$ cat src/rtl/frac_div_pkg.sv
package frac_div_pkg;

    localparam int REF_PRE_DIV = 8;
    localparam int SQ_DIV      = 4;
    localparam int MOD_LONG    = 41;
    localparam int LONG_RUN    = 24;

    typedef enum logic {
        MOD_SEL_LONG  = 1'b0,
        MOD_SEL_SHORT = 1'b1
    } mod_sel_e;

    function automatic mod_sel_e pick_modulus(input int unsigned idx,
                                              input int unsigned long_run);
        return (idx >= long_run) ? MOD_SEL_SHORT : MOD_SEL_LONG;
    endfunction

    function automatic int unsigned cnt_width(input int unsigned n);
        return (n > 1) ? $clog2(n) : 1;
    endfunction

endpackage

$ cat src/rtl/frac_prescaler.sv
module frac_prescaler
    import frac_div_pkg::*;
#(
    parameter int DIV = REF_PRE_DIV
) (
    input  logic clk,
    input  logic rst,
    input  logic ref_en,
    output logic en_comb,
    output logic en_q
);
    localparam int W = cnt_width(DIV);

    logic [W-1:0] cnt_q;
    logic         at_last;

    assign at_last = (cnt_q == W'(DIV - 1));
    assign en_comb = ref_en & at_last;

    always_ff @(posedge clk) begin
        if (rst) begin
            cnt_q <= '0;
            en_q  <= 1'b0;
        end else begin
            en_q <= en_comb;
            if (ref_en) begin
                cnt_q <= at_last ? '0 : cnt_q + W'(1);
            end
        end
    end


    ref_idle_chk: assert property (@(posedge clk) disable iff (rst)
        !ref_en |=> !en_q);


    en_spacing_chk: assert property (@(posedge clk) disable iff (rst)
        en_q |=> !en_q);

endmodule

$ cat src/rtl/frac_dual_mod_seq.sv
module frac_dual_mod_seq
    import frac_div_pkg::*;
#(
    parameter int MODL = MOD_LONG,
    parameter int RUN  = LONG_RUN
) (
    input  logic clk,
    input  logic rst,
    input  logic en,
    output logic tick_q
);
    localparam int MW = cnt_width(MODL);
    localparam int SW = cnt_width(RUN + 1);

    typedef struct packed {
        logic [SW-1:0] seq_idx;
        logic [MW-1:0] mod_cnt;
    } seq_state_t;

    seq_state_t    state_q, state_d;
    mod_sel_e      sel;
    logic [MW-1:0] last_val;
    logic          wrap;

    assign sel      = pick_modulus(int'(state_q.seq_idx), RUN);
    assign last_val = (sel == MOD_SEL_LONG) ? MW'(MODL - 1) : MW'(MODL - 2);
    assign wrap     = en && (state_q.mod_cnt == last_val);

    always_comb begin
        state_d = state_q;
        if (en) begin
            if (wrap) begin
                state_d.mod_cnt = '0;
                state_d.seq_idx = (state_q.seq_idx == SW'(RUN)) ? '0
                                : state_q.seq_idx + SW'(1);
            end else begin
                state_d.mod_cnt = state_q.mod_cnt + MW'(1);
            end
        end
    end

    always_ff @(posedge clk) begin
        if (rst) begin
            state_q <= '0;
            tick_q  <= 1'b0;
        end else begin
            state_q <= state_d;
            tick_q  <= wrap;
        end
    end


    seq_idx_range_chk: assert property (@(posedge clk) disable iff (rst)
        state_q.seq_idx <= SW'(RUN));


    mod_cnt_range_chk: assert property (@(posedge clk) disable iff (rst)
        state_q.mod_cnt <= MW'(MODL - 1));


    tick_pulse_chk: assert property (@(posedge clk) disable iff (rst)
        tick_q |=> !tick_q);

endmodule

$ cat src/rtl/frac_sq_tap.sv
module frac_sq_tap
    import frac_div_pkg::*;
#(
    parameter int DIV = SQ_DIV
) (
    input  logic clk,
    input  logic rst,
    input  logic en,
    output logic sq_q
);
    localparam int W    = cnt_width(DIV);
    localparam int HALF = DIV / 2;

    logic [W-1:0] cnt_q, cnt_nx;

    assign cnt_nx = (cnt_q == W'(DIV - 1)) ? '0 : cnt_q + W'(1);

    always_ff @(posedge clk) begin
        if (rst) begin
            cnt_q <= '0;
            sq_q  <= 1'b0;
        end else if (en) begin
            cnt_q <= cnt_nx;
            sq_q  <= (cnt_nx >= W'(HALF));
        end
    end

endmodule

$ cat src/rtl/frac_tick_gen.sv
module frac_tick_gen
    import frac_div_pkg::*;
#(
    parameter int PRE_DIV = REF_PRE_DIV,
    parameter int SQ_DIVN = SQ_DIV,
    parameter int MODL    = MOD_LONG,
    parameter int RUN     = LONG_RUN
) (
    input  logic clk,
    input  logic rst,
    input  logic ref_en,
    output logic tick_4096_o,
    output logic tick_100_o,
    output logic sq_1024_o
);
    logic en_4096;

    frac_prescaler #(.DIV(PRE_DIV)) u_pre (
        .clk     (clk),
        .rst     (rst),
        .ref_en  (ref_en),
        .en_comb (en_4096),
        .en_q    (tick_4096_o)
    );

    frac_dual_mod_seq #(.MODL(MODL), .RUN(RUN)) u_seq (
        .clk    (clk),
        .rst    (rst),
        .en     (en_4096),
        .tick_q (tick_100_o)
    );

    frac_sq_tap #(.DIV(SQ_DIVN)) u_sq (
        .clk  (clk),
        .rst  (rst),
        .en   (en_4096),
        .sq_q (sq_1024_o)
    );


    tick_align_chk: assert property (@(posedge clk) disable iff (rst)
        tick_100_o |-> tick_4096_o);


    sq_edge_chk: assert property (@(posedge clk) disable iff (rst)
        ($rose(sq_1024_o) || $fell(sq_1024_o)) |-> tick_4096_o);

endmodule

$ cat config.mk
export PLATFORM = sky130hd
export DESIGN_NAME = frac_tick_gen
export DESIGN_NICKNAME = d
export VERILOG_FILES = /design/src/rtl/frac_div_pkg.sv /design/src/rtl/frac_prescaler.sv /design/src/rtl/frac_dual_mod_seq.sv /design/src/rtl/frac_sq_tap.sv /design/src/rtl/frac_tick_gen.sv
export SDC_FILE = /design/constraint.sdc
export NUM_CORES = 1
export LEC_CHECK = 0
export ABC_AREA = 1
export CAP_MARGIN = 10
export CORE_UTILIZATION = 45
export DETAILED_ROUTE_END_ITERATION = 12
export SETUP_SLACK_MARGIN = 0.15
export SLEW_MARGIN = 10
export SYNTH_ARGS = -nofsm -noshare
export SYNTH_HDL_FRONTEND = slang
export SYNTH_HIERARCHICAL = 1
export SYNTH_SLANG_ARGS = --single-unit
$ cat constraint.sdc
create_clock -name clk -period 3.6 [get_ports clk]
set_input_delay 0.36 -clock clk [delete_from_list [all_inputs] [get_ports clk]]
set_output_delay 0.36 -clock clk [all_outputs]
set_load 0.005 [all_outputs]
==> flow_results.xml <==
<?xml version="1.0" encoding="UTF-8"?>
<metrics>
  <group name="floorplan">
    <metric name="fp-row-count" unit="">16</metric>
    <metric name="boundaryPins" unit="">6</metric>
    <metric name="dieWidth" unit="um">47.58</metric>
    <metric name="die-area" unit="sq um">2263</metric>
    <metric name="core_region_area" unit="sq um">1962</metric>
    <metric name="initial_core_util" unit="%">47.64</metric>
    <metric name="die_h" unit="um">47.58</metric>
  </group>
  <group name="cts">
    <metric name="cell_at_the_root_of_the_clock_tree" unit="">clkbuf_4</metric>
    <metric name="htree_levels" unit="">1</metric>
    <metric name="cts_resized" unit="">0</metric>
    <metric name="cts_post_setup_buffers_inserted" unit="">0</metric>
    <metric name="cts.reportedPaths.clkPinSlew" unit="ps">90</metric>
    <metric name="clkLatencyLatePin" unit="ps">280</metric>
    <metric name="numCtsBuffers" unit="">3</metric>
    <metric name="clock_sinks" unit="">18</metric>
    <metric name="cts_tree" unit="">yes</metric>
    <metric name="cts-hold-fix-buffers" unit="">0</metric>
    <metric name="cts.path.max_buffers" unit="">2</metric>
  </group>
  <group name="worst_hold_path">
    <metric name="timing.hold.worst.class" unit="">flip-flop to flip-flop</metric>
    <metric name="holdPathStages" unit="">2</metric>
    <metric name="holdCritStartpoint" unit="">u_pre/cnt_q[0]</metric>
    <metric name="worst_hold_path.endpoint" unit="">u_pre/cnt_q[0]</metric>
  </group>
  <group name="grt">
    <metric name="first_pass_grt_wire_length" unit="um">2684</metric>
    <metric name="gr-total-overflow" unit="">0</metric>
    <metric name="first_global_vias" unit="">631</metric>
    <metric name="pin_count_of_the_biggest_net_entering_global_routing" unit="">11</metric>
    <metric name="antenna_found_initial" unit="">0</metric>
    <metric name="groute.usage.overall" unit="%">17.35</metric>
  </group>
  <group name="timing">
    <metric name="hold_slack" unit="ps">479.7</metric>
    <metric name="final_hold_viol_count" unit="">0</metric>
    <metric name="fin_tns_setup" unit="ps">0</metric>
    <metric name="slew_headroom" unit="%">64.48</metric>
    <metric name="actual_slew_at_the_worst_max_slew_pin" unit="ps">531.1</metric>
    <metric name="min_period" unit="ps">1715</metric>
    <metric name="grt_setup_unrepaired" unit="">false</metric>
    <metric name="clk_skew" unit="ps">1.135</metric>
    <metric name="slew_viol_final" unit="">0</metric>
    <metric name="achievable-frequency" unit="GHz">0.5831</metric>
    <metric name="final.period_utilization" unit="%">47.64</metric>
    <metric name="report.final.setup_viol" unit="">0</metric>
  </group>
  <group name="placed_design">
    <metric name="dpl_cell_area" unit="sq um">1018</metric>
    <metric name="dp_hpwl" unit="um">1195</metric>
    <metric name="placed_cells_incl_taps" unit="">156</metric>
    <metric name="globalplace.congestion" unit="">0.7168</metric>
    <metric name="io_buffer_count" unit="">5</metric>
  </group>
  <group name="routing">
    <metric name="drt-total-wl" unit="um">1551</metric>
    <metric name="avgViaCountPerCell" unit="">4.528</metric>
    <metric name="post_drt_wl_per_cell" unit="um">9.755</metric>
    <metric name="vias" unit="">720</metric>
    <metric name="dr.first_iter.drc_count" unit="">14</metric>
    <metric name="antenna_left" unit="">0</metric>
    <metric name="drc_errors" unit="">0</metric>
    <metric name="drt-pass1-iter-count" unit="">4</metric>
  </group>
  <group name="flow_run">
    <metric name="maxCapViolations" unit="">0</metric>
  </group>
  <group name="yosys">
    <metric name="yosys_warnings" unit="">6</metric>
    <metric name="synth_cell_types" unit="">21</metric>
    <metric name="netlist_area" unit="sq um">934.6</metric>
    <metric name="synthesis.instances" unit="">124</metric>
    <metric name="synthDominantAreaCellType" unit="">dfxtp_1</metric>
    <metric name="netlist.area_leader.share" unit="%">38.55</metric>
    <metric name="syn-mean-instance-area" unit="sq um">7.537</metric>
    <metric name="syn_nets" unit="">133</metric>
    <metric name="dominant_cells_by_area_after_synthesis" unit="">dfxtp_1 (39%), nand2_1 (10%), ha_1 (8.0%)</metric>
    <metric name="yosys_register_bits" unit="">18</metric>
    <metric name="seq_area_frac_synth" unit="%">38.55</metric>
  </group>
  <group name="pwr">
    <metric name="power_density" unit="nW/um^2">302.4</metric>
    <metric name="p_leak" unit="uW">0.0004537</metric>
    <metric name="power.ir.vdd_worst" unit="V">0.0002583</metric>
  </group>
  <group name="setup_path">
    <metric name="worstPathArrival" unit="ps">1900</metric>
    <metric name="crit_chain" unit="">ha_1, ha_1, nand2_1, inv_1, nand2_1, nor2_1, nand2_1, nor2_1, xnor2_1, nor2_1</metric>
    <metric name="cp_top_family" unit="">simple AND/OR/NAND/NOR gates</metric>
    <metric name="timing.critical_path.to_type" unit="">flip-flop</metric>
    <metric name="critical_path_fanouts_max" unit="">9</metric>
    <metric name="reg2reg_setup_slack" unit="ps">1890</metric>
    <metric name="critical_path.slowest_cell" unit="">dfxtp_1</metric>
    <metric name="slowest_delay" unit="ps">370</metric>
    <metric name="rr_startpoint" unit="">u_pre/cnt_q[0]</metric>
    <metric name="critPathKind" unit="">flip-flop to flip-flop</metric>
    <metric name="critical_path.reg2reg.endpoint" unit="">u_seq/state_q[5]</metric>
    <metric name="start_kind" unit="">flip-flop</metric>
    <metric name="cp.required" unit="ps">3790</metric>
    <metric name="rr_worst_depth" unit="">10</metric>
    <metric name="path_buf_inv" unit="">1</metric>
  </group>
  <group name="cells_and_area">
    <metric name="layout.cell_area.non_filler" unit="sq um">1041</metric>
    <metric name="layout-area-overhead-vs-synth" unit="%">11.38</metric>
    <metric name="final_core_utilization" unit="%">53.06</metric>
    <metric name="finish.cell_count_without_fillers" unit="">159</metric>
    <metric name="insertedDiodeCount" unit="">0</metric>
    <metric name="drive_gt1_share" unit="%">11.36</metric>
    <metric name="design.final.nets" unit="">143</metric>
  </group>
  <group name="outcome">
    <metric name="run_status" unit="">complete, no violations</metric>
  </group>
</metrics>
==> worst reg2reg max path, stage by stage, from the launching register on <==
cell and delay [ps]:
dfxtp_1 370, ha_1 160, ha_1 150, nand2_1 80, inv_1 200, nand2_1 110
nor2_1 150, nand2_1 90, nor2_1 120, xnor2_1 140, nor2_1 50
==> per-layer routing <==
metal / vias up / part of all wire (%) / GRT usage, %
li1: 399 / - / -
met1: 315 / 53 / 24.04
met2: 4 / 45 / 24.93
met3: 2 / 1.6 / 3.396
met4: 0 / 0.77 / 10.00
met5: - / 0 / 0
==> synth_stat cells (all sizes together) <==
| cell type | count |
|---|---|
| nand2 | 30 |
| nor2 | 23 |
| inv | 20 |
| dfxtp | 18 |
| nand3 | 9 |
| a21oi | 7 |
| ha | 6 |
| o21ai | 4 |
| xor2 | 3 |
| xnor2 | 2 |
| nand4 | 1 |
| nor3 | 1 |
==> layout by cell type (no fill, tap or decap), drive strengths merged <==
cell / netlist / final
dfxtp: 18 / 18
nor2: 23 / 23
nand4: 1 / 1
nor3: 1 / 1
a21oi: 7 / 7
ha: 6 / 6
nand2: 30 / 30
nand3: 9 / 9
o21ai: 4 / 4
clkbuf: 0 / 3
xnor2: 2 / 2
clkdlybuf4s50: 0 / 5
xor2: 3 / 3
inv: 20 / 20
==> cell type report <==
class	instances	area [sq um]
Clock buffer	3	22.52
Tap cell	27	33.78
Inverter	20	75.07
Timing Repair Buffer	5	50.05
Fill cell	215	920.9
Multi-Input combinational cell	86	499.2
Sequential cell	18	360.3
==> logic make-up after synthesis <==
family | after synthesis | synth area share, %
xor+xnor | 5 | 4.686
flops | 18 | 38.55
simple gates | 64 | 34.00
fa+ha+maj | 6 | 8.032
buf+inv | 20 | 8.032
compound gates | 11 | 6.693
==> registers in the layout, summed over array words and instances, names as in the netlist <==
signal and flops:
u_sq/sq_q 1, u_pre/en_q 1, u_pre/cnt_q 3, u_seq/state_q 11
u_sq/cnt_q 1, u_seq/tick_q 1
==> report_power, final <==
group          switching, uW  internal [uW]  leakage [uW]  total [uW]
clock                   56.3           38.8     0.0000138        95.1
combinational           9.54           6.27      0.000294        15.8
sequential              1.91            202      0.000146         204
total                   67.7            247      0.000454         315
==> how the worst max path moves through the flow <==
stage                              start               end  slack [ps]  cells past startpoint
after floorplan           u_pre/cnt_q[0]  u_seq/state_q[5]        2120                     10
after global placement            ref_en  u_seq/state_q[5]        1670                      9
after detailed placement          ref_en  u_seq/state_q[5]        1610                      9
after CTS                 u_pre/cnt_q[0]  u_seq/state_q[5]        1870                     10
after global routing      u_pre/cnt_q[0]  u_seq/state_q[5]        1670                     10
final                     u_pre/cnt_q[0]  u_seq/state_q[5]        1890                     10
==> per-stage QoR <==
stage	power, uW	setup slack [ps]
after floorplan	217.0	2117
final	314.7	1885
after detailed placement	224.6	1612
after global placement	223.9	1669
after global routing	332.9	1668
after CTS	318.9	1874
Note: power is estimated with default switching activity, not from simulation.
